**src/rtl/rmu_pkg.sv**
```systemverilog
package rmu_pkg;
  localparam int unsigned DATA_W = 32;
  localparam int unsigned ADDR_W = 3;

  typedef enum logic [ADDR_W-1:0] {
    RA_CTRL    = 3'd0,
    RA_CEIL    = 3'd1,
    RA_DIV     = 3'd2,
    RA_CNT     = 3'd3,
    RA_RETIRED = 3'd4,
    RA_PROG    = 3'd5
  } rmu_addr_e;

  localparam logic DIR_SLOW = 1'b0;
  localparam logic DIR_FAST = 1'b1;
endpackage

```
**src/rtl/rmu_divider.sv**
```systemverilog
module rmu_divider #(
  parameter int unsigned DIV_W = 24
) (
  input  logic             clk_i,
  input  logic             rst_ni,
  input  logic             tick_i,
  input  logic             load_i,
  input  logic [DIV_W-1:0] load_val_i,
  input  logic [DIV_W-1:0] div_i,
  output logic             dec_o
);
  logic [DIV_W-1:0] left_q;
  logic             en;

  assign en    = (div_i != '0);
  assign dec_o = tick_i && en && (left_q == '0) && !load_i;

  always_ff @(posedge clk_i or negedge rst_ni) begin
    if (!rst_ni) begin
      left_q <= '0;
    end else if (load_i) begin
      left_q <= load_val_i - DIV_W'(1);
    end else if (tick_i && en) begin
      left_q <= (left_q == '0) ? div_i - DIV_W'(1) : left_q - DIV_W'(1);
    end
  end
endmodule

```
**src/rtl/rmu_counter.sv**
```systemverilog
module rmu_counter #(
  parameter int unsigned CNT_W = 16
) (
  input  logic             clk_i,
  input  logic             rst_ni,
  input  logic             en_i,
  input  logic             inc_i,
  input  logic             dec_i,
  input  logic             reload_i,
  input  logic [CNT_W-1:0] reload_val_i,
  input  logic [CNT_W-1:0] ceil_i,
  input  logic [CNT_W-1:0] rst_val_i,
  output logic [CNT_W-1:0] cnt_o,
  output logic             flag_o,
  output logic             dir_o
);
  import rmu_pkg::*;

  logic [CNT_W-1:0] cnt_q, nxt;
  logic             flag_q, dir_q;

  always_comb begin
    nxt = cnt_q;
    if (inc_i && !dec_i)      nxt = cnt_q + CNT_W'(1);
    else if (dec_i && !inc_i) nxt = cnt_q - CNT_W'(1);
  end

  always_ff @(posedge clk_i or negedge rst_ni) begin
    if (!rst_ni) begin
      cnt_q  <= rst_val_i;
      flag_q <= 1'b0;
      dir_q  <= DIR_SLOW;
    end else if (reload_i) begin
      cnt_q  <= reload_val_i;
      flag_q <= 1'b0;
      dir_q  <= DIR_SLOW;
    end else if (!flag_q && en_i) begin
      cnt_q <= nxt;
      if (nxt == '0) begin
        flag_q <= 1'b1;
        dir_q  <= DIR_SLOW;
      end else if (nxt >= ceil_i) begin
        flag_q <= 1'b1;
        dir_q  <= DIR_FAST;
      end
    end
  end

  assign cnt_o  = cnt_q;
  assign flag_o = flag_q;
  assign dir_o  = dir_q;
endmodule

```
**src/rtl/rmu_stat_ctr.sv**
```systemverilog
module rmu_stat_ctr #(
  parameter int unsigned W = 32
) (
  input  logic         clk_i,
  input  logic         rst_ni,
  input  logic         clr_i,
  input  logic         pulse_i,
  output logic [W-1:0] q_o
);
  logic [W-1:0] q;

  always_ff @(posedge clk_i or negedge rst_ni) begin
    if (!rst_ni)      q <= '0;
    else if (clr_i)   q <= '0;
    else if (pulse_i) q <= q + W'(1);
  end

  assign q_o = q;
endmodule

```
**src/rtl/rate_match_unit.sv**
```systemverilog
module rate_match_unit #(
  parameter int unsigned CNT_W    = 16,
  parameter int unsigned DIV_W    = 24,
  parameter int unsigned STAT_W   = 32,
  parameter int unsigned CEIL_RST = 8
) (
  input  logic        clk_i,
  input  logic        rst_ni,
  input  logic        ref_tick_i,
  input  logic        progress_i,
  input  logic        retire_i,
  input  logic        we_i,
  input  logic [2:0]  addr_i,
  input  logic [31:0] wdata_i,
  output logic [31:0] rdata_o,
  output logic        exc_o,
  output logic        exc_dir_o
);
  import rmu_pkg::*;

  localparam int unsigned N_STAT = 2;

  logic [CNT_W-1:0]  ceil_q, cnt_w, reload_val;
  logic [DIV_W-1:0]  div_q;
  logic              wr_ctrl, wr_ceil, wr_div, en_w, dec_w;
  logic [N_STAT-1:0] stat_pulse;
  logic [STAT_W-1:0] stat_q [N_STAT];

  assign wr_ctrl = we_i && (addr_i == RA_CTRL);
  assign wr_ceil = we_i && (addr_i == RA_CEIL);
  assign wr_div  = we_i && (addr_i == RA_DIV);
  assign en_w    = (div_q != '0);

  always_ff @(posedge clk_i or negedge rst_ni) begin
    if (!rst_ni) begin
      ceil_q <= CNT_W'(CEIL_RST);
      div_q  <= '0;
    end else begin
      if (wr_ceil) ceil_q <= wdata_i[CNT_W-1:0];
      if (wr_div)  div_q  <= wdata_i[DIV_W-1:0];
    end
  end

  assign reload_val = wr_ceil ? (wdata_i[CNT_W-1:0] >> 1) : (ceil_q >> 1);

  rmu_divider #(.DIV_W(DIV_W)) u_div (
    .clk_i      (clk_i),
    .rst_ni     (rst_ni),
    .tick_i     (ref_tick_i),
    .load_i     (wr_div),
    .load_val_i (wdata_i[DIV_W-1:0]),
    .div_i      (div_q),
    .dec_o      (dec_w)
  );

  rmu_counter #(.CNT_W(CNT_W)) u_cnt (
    .clk_i        (clk_i),
    .rst_ni       (rst_ni),
    .en_i         (en_w),
    .inc_i        (progress_i),
    .dec_i        (dec_w),
    .reload_i     (wr_ctrl || wr_ceil),
    .reload_val_i (reload_val),
    .ceil_i       (ceil_q),
    .rst_val_i    (CNT_W'(CEIL_RST / 2)),
    .cnt_o        (cnt_w),
    .flag_o       (exc_o),
    .dir_o        (exc_dir_o)
  );

  assign stat_pulse = {progress_i, retire_i};

  for (genvar g = 0; g < N_STAT; g++) begin : g_stat
    rmu_stat_ctr #(.W(STAT_W)) u_stat (
      .clk_i   (clk_i),
      .rst_ni  (rst_ni),
      .clr_i   (wr_ctrl),
      .pulse_i (stat_pulse[g]),
      .q_o     (stat_q[g])
    );
  end

  always_comb begin
    rdata_o = '0;
    case (addr_i)
      RA_CTRL:    rdata_o = {30'd0, exc_dir_o, exc_o};
      RA_CEIL:    rdata_o = DATA_W'(ceil_q);
      RA_DIV:     rdata_o = DATA_W'(div_q);
      RA_CNT:     rdata_o = DATA_W'(cnt_w);
      RA_RETIRED: rdata_o = DATA_W'(stat_q[0]);
      RA_PROG:    rdata_o = DATA_W'(stat_q[1]);
      default:    rdata_o = '0;
    endcase
  end
endmodule

```
**config.mk**
```make
export PLATFORM = sky130hd
export DESIGN_NAME = rate_match_unit
export DESIGN_NICKNAME = d
export VERILOG_FILES = /design/src/rtl/rmu_pkg.sv /design/src/rtl/rmu_divider.sv /design/src/rtl/rmu_counter.sv /design/src/rtl/rmu_stat_ctr.sv /design/src/rtl/rate_match_unit.sv
export SDC_FILE = /design/constraint.sdc
export NUM_CORES = 1
export LEC_CHECK = 0
export BUFFER_PORTS_ARGS = -buffer_cell sky130_fd_sc_hd__buf_4
export CAP_MARGIN = 20
export CORE_MARGIN = 5
export CORE_UTILIZATION = 55
export CTS_CLUSTER_DIAMETER = 40
export DETAILED_ROUTE_END_ITERATION = 6
export GPL_TIMING_DRIVEN = 0
export PLACE_DENSITY = 0.77
export SYNTH_ARGS = -nofsm -noshare
export SYNTH_HDL_FRONTEND = slang
export SYNTH_SLANG_ARGS = --single-unit
```
**constraint.sdc**
```tcl
create_clock -name clk_i -period 3.2 [get_ports clk_i]
set_input_delay 0.96 -clock clk_i [delete_from_list [all_inputs] [get_ports clk_i]]
set_output_delay 0.96 -clock clk_i [all_outputs]
set_load 0.05 [all_outputs]
```
After elaboration in Yosys (flattened, before gate mapping). Index checks and enable logic that the tools add are counted.

Shift-type cells: 0. Add/subtract/negate cells: 7. Eq/ne operators: 5. Bitwise gates (word level): 0. Div/mod/pow operators: 0. $lt $le $gt $ge: 1. Multiplexer cells: 20. Reduce and logical (&&, ||, !) cells: 24. Multiply operators: 0.

Operators with widths (number): $pmux 32 s6 (1); $mux 32 (4); $mux 24 (3); $sub 24x1->24 const B (3); $add 32x1->32 const B (2); $mux 16 (4); $logic_not 24->1 (1); $reduce_bool 24->1 (1); $add 16x1->16 const B (1); $ge 16x16->1 (1); $logic_not 16->1 (1); $sub 16x1->16 const B (1); $mux 15 (1); $logic_and 1x1->1 (9); $reduce_bool 2->1 (4); $mux 1 (7); $eq 3x2->1 const B (2); $eq 3x3->1 const B (2); $logic_not 1->1 (4); $eq 3x1->1 const B (1); $logic_not 3->1 (1); $reduce_bool 3->1 (1); $reduce_and 2->1 (1); $logic_or 1x1->1 (1).

ROM bits: 0. Flip-flop bits (word level): 146. Output and inout port bits: 34. Logic and storage cells: 65. Memory bits (writable): 0. Latch bits: 0. Memories: 0. Input port bits: 41.

Logic depth before layout (Yosys ltp).
Word-level depth: 12. Mapped depth: 17. Gate-level depth less buffers: 14.

Worst setup path after synthesis. OpenSTA, ideal clock, no wires.

Path type: input -> register. Start point: input addr_i[0]. End point: register u_div.left_q[18]. Data required time: 3.118 ns. Cell stages on the path: 14. Data arrival time: 4.091 ns. Setup time: 0.082 ns. Buffers on the path: 6. Path slack: -0.973 ns. Path through: buf_4 > nor4bb_1 > buf_2 > buf_4 > clkbuf_1 > clkbuf_1 > buf_1 > o21a_1 > ha_1 > nor2b_1 > nand3_1 > or4_4 > or3_1 > a31oi_1.

Word-level cells in the longest chain between the ends: 3. Elaborated cells between the ends (all ways): 4. Those cells by class: 1 x eq/ne; 1 x mux; 2 x reduce/logical.

Ends and longest elaborated chain: start, declared (RTL line rate_match_unit.sv:13) `input logic [2:0] addr_i,`; $eq 3x2->1 (*) (RTL line rate_match_unit.sv:31) `assign wr_div = we_i && (addr_i == RA_DIV);`; $logic_and 1x1->1 (*) (RTL line rate_match_unit.sv:31); $mux 24 or $reduce_bool 2->1 (tied branches); end signal, assigned (RTL line rmu_divider.sv:22) `left_q <= load_val_i - DIV_W'(1);`; end signal, assigned (RTL line rmu_divider.sv:24) `left_q <= (left_q == '0) ? div_i - DIV_W'(1) : left_q - DIV_W'(1);`; end, declared (RTL line rmu_divider.sv:12) `logic [DIV_W-1:0] left_q;`.

Every way passes the cells marked *; elsewhere a longest branch is shown, timed or not. A chain may end at the register's enable or synchronous reset.

Final worst setup path.
Start point: input progress_i. End point: register u_cnt.flag_q, in the netlist u_cnt.flag_o.

Word-level cells in the longest chain between the ends: 8. Elaborated cells between the ends (all ways): 12. Those cells by class: 1 x order compare; 5 x mux; 6 x reduce/logical.

Ends and longest elaborated chain: start, declared (RTL line rate_match_unit.sv:10) `input logic progress_i,`; $logic_not 1->1 (RTL line rmu_counter.sv:25) `else if (dec_i && !inc_i) nxt = cnt_q - CNT_W'(1);`; $logic_and 1x1->1 (RTL line rmu_counter.sv:25); $mux 16 (RTL line rmu_counter.sv:25); $mux 16 (*) (RTL line rmu_counter.sv:24) `if (inc_i && !dec_i) nxt = cnt_q + CNT_W'(1);`; parallel branches: the longest is 4 deep, another holds $ge 16x16->1; end signal, assigned (RTL line rmu_counter.sv:35) `flag_q <= 1'b0;`; end signal, assigned (RTL line rmu_counter.sv:40) `flag_q <= 1'b1;`; end signal, assigned (RTL line rmu_counter.sv:43) `flag_q <= 1'b1;`; end, declared (RTL line rmu_counter.sv:20) `logic flag_q, dir_q;`.

Every way passes the cells marked *. The select of a mux whose other input is x is not followed.

==> results summary <==
The flow ran to the end, but the final reports show violations. The final reports fail on setup timing. The routed wire length is 30.4 mm. Counting flops with an async set or reset pin after synthesis yields a share of 100%. The clock period minus final worst setup slack came out at 3.44 ns. The half-perimeter wire length of the detailed placement result came out at 21.5 mm. The sequential cell area fraction in the yosys report came out at 38.2%.

After layout, the worst path uses 107% of the clock period. The count of placed standard cells including taps is 1,416. After clock tree synthesis, the clock-pin slew on the worst setup and hold paths is 0.07 ns. The clock network power share is roughly 28%. The synthesis warning total came out at 0. The synthesis-stage register bit count is around 150. The height of the die came out at 142 µm. The post-route cell area is 12,000 µm². The count of maximum capacitance violations came out at 0. The critical path is of the primary input to flip-flop type.

Setup violations remaining at the end of the flow were counted as 7. The via count is roughly 9,300. The leakage power figure is 5.21 nW. The worst hold path belongs to the class primary input to async pin.

In this run the remaining antenna-violating nets after routing total 0. The all-layer global routing usage came out at approximately 30%. The fraction of final layout cells sized beyond drive strength 1 came out at 24.4%.

The worst-case IR drop observed on VDD is 0.000554 V. The data required time of the critical path is 3.52 ns. Fill cells in the final layout number 1,332. The area growth from synthesis to final layout came out at 25.4%.

The global placer's final weighted congestion is 0.984. The global-route wire length before repair is 48.0 mm. The full die area is between 20,000 and 25,000 µm². The area of the mapped netlist came out at 9560 µm². Counting the buffers created by CTS gives 17. TritonCTS built the clock tree. The detailed router finished its first iteration with 1,171 violations. The initial utilization of the core area, before any placement, comes to between 50 and 60%. The number of top-level design ports is 75.

The post-route total power came out at 7.82 mW. The final worst-path setup slack is -0.237 ns. The post-synthesis cell count is 1,127.

The internal cell power is roughly 4.8 mW. For this design the total switching power over the nets is 2.99 mW. The worst setup path is launched from a primary input.

The count of nets after finishing came out at 1,302. The part of the power in combinational logic came out at 37.3%. The internal reg-to-reg setup slack is -0.21 ns. The core footprint came out at 17,200 µm². The aggregate global routing overflow came out at 0. The number of nets handed over by synthesis was approximately 1,200. Before antenna repair, the detailed router went through 5 iterations. The slew at the pin closest to its max-slew limit is around 0.74 ns. The capturing element type of the critical path is a flip-flop. For this run, the leading register cell type out of synthesis is sky130_fd_sc_hd__dfrtp_1. The initial antenna violation count is 0. The final cell count without fillers is 1,478. The clock network latency to the later pin of the worst-skew pair is 0.43 ns.

The maximum number of pins on one net before global-route repair is 89. The via count of the first global-routing pass came out at ~9,000. The H-tree depth is 4.

The clock root buffer is sky130_fd_sc_hd__clkbuf_16. The count of buffers from port buffering is 63. In the final routed layout, each cell accounts on average for roughly 20 µm.

The number of synthesized flops with an enable pin is 0. The switching power as a share of total power came out at 38.3%. The fraction of power consumed by sequential logic came out at about a third.

For this run, the top clock speed supported by timing is 291 MHz. Between clock sinks in the finished design, the worst skew comes to 0.00956 ns. The power per unit of standard cell area came out at 652 nW/µm². The remaining design rule violation count came out at 0. The die span in x is about 140 µm. The longest clock path from root to sink contains 2 buffers.

The final count of pins violating max slew is 0. The arrival time reported for the critical path endpoint came out at 3.76 ns. The number of placement rows came out at 48.

The worst hold slack is 0.520 ns. The largest fanout of any net on the critical path came out at 10. Headroom to the max-slew limit came out at 50.1%. The post-synthesis average cell area came out at 8.49 µm². The final sum of negative setup slack is -0.547 ns.

The via density per instance is 6.29. The number of failing hold endpoints at the final stage came to 0. Setup repair after global routing could not meet its margin everywhere. After detailed placement, the total cell area comes to 10,700 µm².

In this run, distinct cell masters in the synthesized netlist total 72. The clock net sink count is approximately 150. The count of antenna diodes in the layout is 0.
[Yosys cell counts (4+ instances only)]
master	n	area share [%]
sky130_fd_sc_hd__a21o_1	9	0.71
sky130_fd_sc_hd__buf_1	5	0.20
sky130_fd_sc_hd__or4_1	5	0.39
sky130_fd_sc_hd__a21oi_1	42	2.2
sky130_fd_sc_hd__or2_2	4	0.26
sky130_fd_sc_hd__ha_1	21	2.7
sky130_fd_sc_hd__buf_4	5	0.39
sky130_fd_sc_hd__buf_2	6	0.31
sky130_fd_sc_hd__o21a_1	19	1.5
sky130_fd_sc_hd__nor4_1	19	1.2
sky130_fd_sc_hd__nor2b_1	5	0.33
sky130_fd_sc_hd__buf_6	4	0.47
sky130_fd_sc_hd__clkbuf_8	5	0.72
sky130_fd_sc_hd__o2111ai_1	4	0.37
sky130_fd_sc_hd__a22oi_1	18	1.4
sky130_fd_sc_hd__and3_1	20	1.3
sky130_fd_sc_hd__nand4_1	23	1.5
sky130_fd_sc_hd__mux2i_1	45	4.7
sky130_fd_sc_hd__and4_1	9	0.82
sky130_fd_sc_hd__nor3_1	20	1.0
sky130_fd_sc_hd__clkbuf_1	45	1.8
sky130_fd_sc_hd__inv_1	26	1.0
sky130_fd_sc_hd__a31oi_1	23	1.5
sky130_fd_sc_hd__o22ai_1	15	0.98
sky130_fd_sc_hd__xnor2_1	33	3.0
sky130_fd_sc_hd__nand3b_1	4	0.31
sky130_fd_sc_hd__dfrtp_1	144	38
sky130_fd_sc_hd__or3_1	16	1.0
sky130_fd_sc_hd__nand3_1	36	1.9
sky130_fd_sc_hd__and2_1	7	0.46
sky130_fd_sc_hd__o21ai_0	64	3.3
sky130_fd_sc_hd__nand2b_1	4	0.26
sky130_fd_sc_hd__xor2_1	54	4.9
sky130_fd_sc_hd__nor2_1	132	5.2
sky130_fd_sc_hd__mux2_2	18	2.1
sky130_fd_sc_hd__nand2_1	168	6.6
[through the flow]
step	setup WS [ns]	util (%)
2_1_floorplan	-0.411	-
5_1_grt	-0.355	69.8
3_5_place_dp	-0.864	62.3
3_3_place_gp	-0.854	62.2
6_report	-0.237	69.8
4_1_cts	-0.291	68.2
[power by group through the flow]
stage	Sequential (mW)	Combinational (mW)	Clock [mW]
after global routing	2.73	3.17	2.31
after floorplan	2.51	1.96	0
after CTS	2.64	2.73	2.23
after global placement	2.61	2.55	0
final	2.69	2.92	2.21
after detailed placement	2.62	2.62	0
[timing repair]
action | CTS | global route
pin swaps | 19 | 25
gates cloned | 0 | 1
hold buffers | 0 | 0
gates resized for setup | 59 | 43
setup buffers | 21 | 16
setup endpoints to repair | 40 | 35
[sequential cells by signal, summed over array words and instances (netlist names)]
| signal | flops |
|---|---|
| ceil_q | 16 |
| u_cnt.flag_o | 1 |
| u_div.left_q | 24 |
| u_cnt.cnt_o | 16 |
| u_cnt.dir_o | 1 |
| div_q | 24 |
| g_stat.u_stat.q_o | 64 |
[placed cells by master (no fill, tap or decap), types with 5 or more instances in the layout]
master / synthesis / final
sky130_fd_sc_hd__nand3_1: 36 / 35
sky130_fd_sc_hd__mux2_2: 18 / 18
sky130_fd_sc_hd__clkbuf_1: 45 / 29
sky130_fd_sc_hd__ha_1: 21 / 19
sky130_fd_sc_hd__a21oi_1: 42 / 39
sky130_fd_sc_hd__nor3_1: 20 / 20
sky130_fd_sc_hd__dfrtp_1: 144 / 140
sky130_fd_sc_hd__or3_1: 16 / 16
sky130_fd_sc_hd__a21o_1: 9 / 9
sky130_fd_sc_hd__nand2_1: 168 / 167
sky130_fd_sc_hd__nor4_1: 19 / 5
sky130_fd_sc_hd__o22ai_2: 0 / 6
sky130_fd_sc_hd__and3_1: 20 / 20
sky130_fd_sc_hd__buf_4: 5 / 105
sky130_fd_sc_hd__a22oi_2: 0 / 11
sky130_fd_sc_hd__inv_1: 26 / 26
sky130_fd_sc_hd__clkbuf_2: 1 / 7
sky130_fd_sc_hd__xnor2_1: 33 / 32
sky130_fd_sc_hd__and2_1: 7 / 7
sky130_fd_sc_hd__nor2_2: 0 / 8
sky130_fd_sc_hd__xor2_1: 54 / 52
sky130_fd_sc_hd__mux2i_2: 0 / 6
sky130_fd_sc_hd__nand4_1: 23 / 23
sky130_fd_sc_hd__nor2_1: 132 / 124
sky130_fd_sc_hd__clkbuf_16: 0 / 19
sky130_fd_sc_hd__o21ai_2: 0 / 9
sky130_fd_sc_hd__and4_1: 9 / 8
sky130_fd_sc_hd__o21ai_1: 2 / 5
sky130_fd_sc_hd__o22ai_4: 0 / 9
sky130_fd_sc_hd__mux2i_1: 45 / 38
sky130_fd_sc_hd__o21ai_0: 64 / 52
sky130_fd_sc_hd__bufinv_16: 0 / 5
sky130_fd_sc_hd__nor4_4: 1 / 5
sky130_fd_sc_hd__buf_6: 4 / 7
sky130_fd_sc_hd__nor4_2: 1 / 11
sky130_fd_sc_hd__clkbuf_8: 5 / 7
sky130_fd_sc_hd__a31oi_1: 23 / 23
sky130_fd_sc_hd__a22oi_1: 18 / 7
sky130_fd_sc_hd__o21a_1: 19 / 19
[path summary, 6_finish.rpt]
check                                            startpoint                             endpoint  cells after the start
worst min-delay path                                 rst_ni  g_stat[0].u_stat.q_o[3]$_DFFE_PN0P_                      1
worst min register to register  u_div.left_q[9]$_DFFE_PN0P_          u_div.left_q[9]$_DFFE_PN0P_                      2
min in group clk_i              u_div.left_q[9]$_DFFE_PN0P_          u_div.left_q[9]$_DFFE_PN0P_                      2
max in group asynchronous                            rst_ni                div_q[16]$_DFFE_PN0P_                      2
worst max register to register  u_div.left_q[1]$_DFFE_PN0P_             u_cnt.flag_o$_DFFE_PN0P_                     17
worst max-delay path                             progress_i             u_cnt.flag_o$_DFFE_PN0P_                     14
[layer usage]
layer	wire length (µm)	GRT usage, %
met3	2690	5.73
met4	696	8.54
met5	0	0
met2	14300	47.5
met1	12700	42.2
[cells by family (layout without fill, tap and decap cells)]
kind of cell             count (synthesis)  count (layout)  share of synthesized area (%)
buffers and inverters                   98             224                           5.05
flip-flops                             146             146                           38.2
AO/OA/AOI/OAI                          214             214                           13.8
AND/OR/NAND/NOR                        496             496                           25.1
multiplexers                            63              63                           6.83
adder cells (fa/ha/maj)                 23              23                           2.96
XOR/XNOR                                87              87                           7.97
[critical path, cell delays in order]
cell and delay, ns:
sky130_fd_sc_hd__buf_8 0.12, sky130_fd_sc_hd__nor4_4 0.28, sky130_fd_sc_hd__nand3b_1 0.23, sky130_fd_sc_hd__or4_4 0.47, sky130_fd_sc_hd__or3_1 0.33, sky130_fd_sc_hd__o2111ai_2 0.10
sky130_fd_sc_hd__ha_1 0.29, sky130_fd_sc_hd__a21o_1 0.18, sky130_fd_sc_hd__a21o_1 0.18, sky130_fd_sc_hd__a21oi_2 0.13, sky130_fd_sc_hd__o21ai_1 0.07, sky130_fd_sc_hd__a21o_1 0.18
sky130_fd_sc_hd__a22oi_1 0.15, sky130_fd_sc_hd__nand2_1 0.08
[area by class of cell]
| type | count | area [µm²] | area share, % |
|---|---|---|---|
| multi-input cells | 883 | 6030 | 50.3 |
| inverters | 26 | 97.6 | 0.814 |
| clock buffers | 19 | 433 | 3.61 |
| clock inverters | 13 | 209 | 1.74 |
| well taps | 225 | 282 | 2.35 |
| flip-flops and latches | 146 | 3660 | 30.5 |
| repair buffers | 102 | 807 | 6.73 |
| plain buffers | 64 | 477 | 3.97 |
No activity file was read; power rests on OpenSTA's default activity.
